==> src/rtl/pdseq_pkg.sv <==
`timescale 1ns/1ps
package pdseq_pkg;

    typedef enum logic [2:0] {
        CS_RUN     = 3'd0,
        CS_REQ     = 3'd1,
        CS_HANDLER = 3'd2,
        CS_SLEEP   = 3'd3,
        CS_WAKE    = 3'd4
    } core_st_e;

    // Decoded command for one core after priority resolution
    typedef struct packed {
        logic pd;
        logic pu;
    } host_cmd_t;

endpackage

==> src/rtl/pdseq_host_if.sv <==
`timescale 1ns/1ps
module pdseq_host_if
    import pdseq_pkg::*;
#(
    parameter int N     = 2,
    parameter int SEL_W = 1
) (
    input  logic                 host_wr,
    input  logic [SEL_W-1:0]     host_wr_sel,
    input  logic [1:0]           host_wr_data,
    input  logic [SEL_W-1:0]     host_rd_sel,
    input  logic [N-1:0]         in_handler,
    input  logic [N-1:0]         sleeping,
    input  logic                 clk_ok,
    output host_cmd_t [N-1:0]    cmd,
    output logic [1:0]           host_rd_data
);

    // Wake has priority: a sleep command is dropped when both bits are set
    for (genvar i = 0; i < N; i++) begin : g_dec
        logic hit;
        assign hit       = host_wr && (host_wr_sel == SEL_W'(i));
        assign cmd[i].pu = hit && host_wr_data[1];
        assign cmd[i].pd = hit && host_wr_data[0] && !host_wr_data[1];
    end

    always_comb begin
        host_rd_data = 2'b01;
        if (int'(host_rd_sel) < N) begin
            host_rd_data[1] = in_handler[host_rd_sel];
            host_rd_data[0] = sleeping[host_rd_sel] | ~clk_ok;
        end
    end

endmodule

==> src/rtl/pdseq_core_fsm.sv <==
`timescale 1ns/1ps
module pdseq_core_fsm
    import pdseq_pkg::*;
(
    input  logic      clk,
    input  logic      rst_n,
    input  host_cmd_t cmd,
    input  logic      in_handler,
    input  logic      idle_done,
    output logic      pd_irq,
    output logic      wake,
    output logic      sleeping
);

    core_st_e st_q, st_nx;
    logic     again_q;
    logic     irq_set, wake_set, again_set, again_clr;

    // State register
    always_ff @(posedge clk or negedge rst_n) begin
        if (!rst_n) st_q <= CS_RUN;
        else        st_q <= st_nx;
    end

    // Next state and pulse requests
    always_comb begin
        st_nx     = st_q;
        irq_set   = 1'b0;
        wake_set  = 1'b0;
        again_set = 1'b0;
        again_clr = 1'b0;
        unique case (st_q)
            CS_RUN: begin
                if (cmd.pd) begin
                    st_nx   = CS_REQ;
                    irq_set = 1'b1;
                end
            end
            CS_REQ: begin
                if (in_handler) st_nx = CS_HANDLER;
            end
            CS_HANDLER: begin
                if (cmd.pu) begin
                    st_nx    = CS_WAKE;     // pass through IDLE, clocks kept
                    wake_set = 1'b1;
                end else if (idle_done) begin
                    st_nx = CS_SLEEP;
                end else if (!in_handler) begin
                    st_nx = CS_RUN;
                end
            end
            CS_SLEEP: begin
                if (cmd.pu) begin
                    st_nx    = CS_WAKE;
                    wake_set = 1'b1;
                end else if (cmd.pd) begin
                    again_set = 1'b1;
                end
            end
            CS_WAKE: begin
                if (cmd.pd) again_set = 1'b1;
                if (!in_handler) begin
                    again_clr = 1'b1;
                    if (again_q || cmd.pd) begin
                        st_nx   = CS_REQ;     // power-up aborted
                        irq_set = 1'b1;
                    end else begin
                        st_nx = CS_RUN;
                    end
                end
            end
            default: st_nx = CS_RUN;
        endcase
    end

    // Registered outputs
    always_ff @(posedge clk or negedge rst_n) begin
        if (!rst_n) begin
            pd_irq  <= 1'b0;
            wake    <= 1'b0;
            again_q <= 1'b0;
        end else begin
            pd_irq <= irq_set;
            wake   <= wake_set;
            if (again_clr)      again_q <= 1'b0;
            else if (again_set) again_q <= 1'b1;
        end
    end

    assign sleeping = (st_q == CS_SLEEP);

endmodule

==> src/rtl/pdseq_clk_ctrl.sv <==
`timescale 1ns/1ps
module pdseq_clk_ctrl #(
    parameter int N          = 2,
    parameter int LOCK_DELAY = 4
) (
    input  logic         clk,
    input  logic         rst_n,
    input  logic [N-1:0] sleeping,
    input  logic         locked,
    output logic         en,
    output logic         clk_ok
);

    localparam int          CW  = $clog2(LOCK_DELAY + 1);
    localparam logic [CW-1:0] LIM = CW'(LOCK_DELAY);

    logic [CW-1:0] settle_q;

    assign en = ~(&sleeping);

    always_ff @(posedge clk or negedge rst_n) begin
        if (!rst_n)             settle_q <= '0;
        else if (!en)           settle_q <= '0;
        else if (settle_q != LIM) settle_q <= settle_q + 1'b1;
    end

    assign clk_ok = en & locked & (settle_q == LIM);

endmodule

==> src/rtl/pdseq_ctrl.sv <==
`timescale 1ns/1ps
module pdseq_ctrl
    import pdseq_pkg::*;
#(
    parameter int N          = 2,
    parameter int LOCK_DELAY = 4,
    localparam int SEL_W     = (N > 1) ? $clog2(N) : 1
) (
    input  logic             clk,
    input  logic             rst_n,
    input  logic             host_wr,
    input  logic [SEL_W-1:0] host_wr_sel,
    input  logic [1:0]       host_wr_data,
    input  logic [SEL_W-1:0] host_rd_sel,
    output logic [1:0]       host_rd_data,
    input  logic [N-1:0]     core_in_handler,
    input  logic [N-1:0]     core_idle_done,
    output logic [N-1:0]     core_pd_irq,
    output logic [N-1:0]     core_wake,
    output logic             clkgen_en,
    input  logic             clkgen_locked,
    output logic [N-1:0]     mem_block
);

    host_cmd_t [N-1:0] cmd;
    logic [N-1:0]      sleeping;
    logic              clk_ok;

    pdseq_host_if #(.N(N), .SEL_W(SEL_W)) host_i (
        .host_wr      (host_wr),
        .host_wr_sel  (host_wr_sel),
        .host_wr_data (host_wr_data),
        .host_rd_sel  (host_rd_sel),
        .in_handler   (core_in_handler),
        .sleeping     (sleeping),
        .clk_ok       (clk_ok),
        .cmd          (cmd),
        .host_rd_data (host_rd_data)
    );

    for (genvar i = 0; i < N; i++) begin : g_core
        pdseq_core_fsm core_i (
            .clk        (clk),
            .rst_n      (rst_n),
            .cmd        (cmd[i]),
            .in_handler (core_in_handler[i]),
            .idle_done  (core_idle_done[i]),
            .pd_irq     (core_pd_irq[i]),
            .wake       (core_wake[i]),
            .sleeping   (sleeping[i])
        );
        assign mem_block[i] = sleeping[i] | ~clk_ok;
    end

    pdseq_clk_ctrl #(.N(N), .LOCK_DELAY(LOCK_DELAY)) clkc_i (
        .clk      (clk),
        .rst_n    (rst_n),
        .sleeping (sleeping),
        .locked   (clkgen_locked),
        .en       (clkgen_en),
        .clk_ok   (clk_ok)
    );

endmodule

==> config.mk <==
export PLATFORM = sky130hd
export DESIGN_NAME = pdseq_ctrl
export DESIGN_NICKNAME = d
export VERILOG_FILES = /design/src/rtl/pdseq_pkg.sv /design/src/rtl/pdseq_host_if.sv /design/src/rtl/pdseq_core_fsm.sv /design/src/rtl/pdseq_clk_ctrl.sv /design/src/rtl/pdseq_ctrl.sv
export SDC_FILE = /design/constraint.sdc
export NUM_CORES = 1
export LEC_CHECK = 0
export CAP_MARGIN = 10
export CORE_MARGIN = 3
export CORE_UTILIZATION = 48
export DETAILED_ROUTE_END_ITERATION = 7
export PLACE_DENSITY_LB_ADDON = 0.12
export SLEW_MARGIN = 20
export SYNTH_ARGS = -nofsm -noshare
export SYNTH_HDL_FRONTEND = slang
export SYNTH_SLANG_ARGS = --single-unit
==> constraint.sdc <==
create_clock -name clk -period 2 [get_ports clk]
set_clock_uncertainty 0.1 [all_clocks]
set_input_delay 0.4 -clock clk [delete_from_list [all_inputs] [get_ports clk]]
set_output_delay 0.4 -clock clk [all_outputs]
set_load 0.05 [all_outputs]
==> run metrics <==
largest family of logic cells by synthesized area=simple AND/OR/NAND/NOR gates; final setup fails=0; WL/cell=13.1 um; Seq/Total Area, Yosys=0.415; Max-Cap Viols=0; total CTS buffers=3; Sw Pwr=0.588 mW; post-synthesis simple-gate area fraction=0.248; dominant synthesized flop cell=dfrtp_1; compound-cell area share of the yosys netlist=0.217; DRC=0; mux contribution to synthesized area=0.0124; switching share of power=0.413; antenna cells=0; Tcrit/Tclk final=0.977; 1st-pass router iterations=4; clock slew seen by the registers of the worst setup and hold paths=100 ps; post-synthesis register bit count=15; Design Power=1.42 mW; # hold bufs at CTS=0; PD cells=1140 mW/mm^2; 1st-iter DRT viols=12; WS Path Type=register to primary output; Hold Crit Class=primary input to async pin; initial antenna violation count=0; Pint=0.834 mW; Clk Tree Root Cell=clkbuf_4; asr flop ratio synth=1.00; Post-synth EDFFs=0; CP max stage delay=420 ps; status=finished clean; die height=49.4 um; # fillers=142; CP cell instances=inv_2 > ha_4 > and3_4 > o211ai_1 > buf_12; P&R area growth vs syn=38.3%; YS warnings=0; DIE AREA=0.00244 mm^2; share of layout cells above drive strength 1=0.274; insertion delay to the later sink of the worst-skew pair=290 ps; post-route non-filler standard cell count=142; DR vias=744; total routing usage reported by global routing=0.171; Detail Route Antenna Nets=0; row cnt=15; Net Count, Synth=105; achievable frequency=0.512 GHz; count of different cell masters after synthesis=34; H-tree depth=1; Placeable Area=0.00175 mm^2; minimum clock period=1950 ps; Clk network pwr share=0.127; CTS tree=built; post-synthesis xor/xnor area fraction=0.00968; CP Data Required Time=1500 ps; Buffers on Ports=20; CP Max Fanout=4; VDD IR-drop max=0.512 mV; Initial Util=0.518; HPWL after DPL=1420 um; Post-Synth Adder-Cell Area=0.0277; min setup slack post-route=46.3 ps; first-pass GRT wire length=3220 um; Seq pwr share=0.352; post-synthesis cell count=91; Place WS=79.4 ps; Final Max Slew Viols=0; final hold violation count=0; Slew HR=0.663; total leakage power=0.526 nW; largest net degree at the start of global routing=16; slowest CP cell=dfrtp_1; CP Capture Type=primary output; drt total wl=1850 um; Final #Nets=132; Die Width=49.4 um; syn_area_per_cell=9.94 um^2; Num Clock Sinks=15; global route total overflow=0; Worst Setup Start Kind=register; Syn Std Cell Area=905 um^2; I/O pins=21; Combinational Power Share=0.522; Slew @ Worst Pin=504 ps; number of global-route vias before repair=736; GPL Wtd Cong=0.770; WP data arrival=1450 ps; placed insts=134; Clock Tree Buf Depth=2; Via density=5.24
-- sequential cells by signal, indices dropped and copies added (netlist names) --
name                   cells
g_core.core_i.st_q         6
g_core.core_i.pd_irq       2
clkc_i.settle_q            3
g_core.core_i.wake         2
g_core.core_i.again_q      2
-- metal layers --
| metal | global-route usage | up-vias | routed length [um] |
|---|---|---|---|
| met5 | 0 | - | 0 |
| met4 | 0.0553 | 0 | 11 |
| met3 | 0.0306 | 2 | 80 |
| met2 | 0.304 | 19 | 992 |
| met1 | 0.206 | 350 | 769 |
| li1 | - | 373 | - |
-- worst max-delay path, delay by kind of cell, from the launching register on --
| kind | cells | cell delay [ps] |
|---|---|---|
| AOI/OAI and AO/OA | 1 | 130 |
| adders and majority gates | 1 | 150 |
| buffers and inverters | 2 | 260 |
| DFF | 1 | 420 |
| and+or+nand+nor | 1 | 190 |
-- cell type report --
type	instances	area, um^2	area share
multi-input cells	64	490	0.392
flip-flops and latches	15	379	0.303
repair buffers	29	305	0.244
well taps	25	31.3	0.0250
clock buffers	4	26.3	0.0210
inverters	5	18.8	0.0150
-- cells in the final DEF (no fill, tap or decap), types with 2 or more instances in the layout --
| cell type | Yosys | routed |
|---|---|---|
| buf_12 | 0 | 4 |
| a21oi_1 | 3 | 3 |
| nand2_1 | 10 | 10 |
| nor2b_1 | 4 | 4 |
| buf_4 | 4 | 10 |
| nand3b_1 | 3 | 3 |
| and3b_1 | 2 | 2 |
| or2_1 | 2 | 2 |
| clkbuf_4 | 0 | 3 |
| o21ai_1 | 2 | 2 |
| nor3_1 | 3 | 3 |
| nor2_1 | 8 | 7 |
| inv_1 | 5 | 3 |
| inv_2 | 0 | 2 |
| a31o_1 | 2 | 2 |
| dfrtp_2 | 0 | 3 |
| clkdlybuf4s50_1 | 0 | 15 |
| a221oi_2 | 3 | 3 |
| dfrtp_1 | 15 | 12 |
| nand3_1 | 2 | 2 |
-- worst paths after layout --
check	startpoint	endpoint	slack (ps)	cells after the start
worst max-delay path	clkc_i.settle_q[0]	host_rd_data[0]	50	5
worst min-delay path	rst_n	g_core[1].core_i.wake	320	2
worst max register to register	g_core[1].core_i.st_q[2]	g_core[1].core_i.st_q[0]	660	4
worst min register to register	g_core[1].core_i.again_q	g_core[1].core_i.again_q	420	1
max in group asynchronous	rst_n	g_core[0].core_i.st_q[1]	1280	2
min in group clk	g_core[1].core_i.again_q	g_core[1].core_i.again_q	420	1
-- cell families (layout without fill, tap and decap cells) --
kind of cell	after synthesis	count (layout)
AOI/OAI and AO/OA	21	21
xor gates and xnor gates	1	1
adders and majority gates	2	2
buffers and inverters	12	38
DFF	15	15
muxes	1	1
and+or+nand+nor	39	39
-- synthesized netlist by cell type (2+ instances only) --
library cell,number,area [um^2]
buf_4,4,30.0
nand3_1,2,10.0
nor3_1,3,15.0
nor2_1,8,30.0
a31o_1,2,17.5
buf_2,3,15.0
a221oi_2,3,45.0
and3_1,2,12.5
o21ai_1,2,10.0
a21oi_1,3,15.0
nor2b_1,4,25.0
nand3b_1,3,22.5
and3b_1,2,17.5
dfrtp_1,15,375
nand2_1,10,37.5
or2_1,2,12.5
inv_1,5,18.8
ha_1,2,25.0
-- metrics by stage --
stage               TNS [ps]  hold slack, ps   util  instance area, um^2
floorplan                  0            4.41      -                  905
global placement           0             374  0.668                 1170
detailed placement         0             397  0.668                 1170
CTS                    -2.64             335  0.689                 1200
global route           -23.4             338  0.717                 1250
finish                     0             317  0.717                 1250
-- power groups by stage --
stage	registers (mW)	logic [mW]	clock network, mW
after floorplan	0.471	0.469	0
after global placement	0.498	0.635	0
after detailed placement	0.504	0.659	0
after CTS	0.497	0.673	0.180
after global routing	0.523	0.810	0.197
final	0.500	0.741	0.180
-- what timing repair did --
action,CTS,global route
setup endpoints to repair,2,4
pin swaps,0,1
buffers inserted,0,4
resized for setup,3,7
No activity file was read; power rests on OpenSTA's default activity.
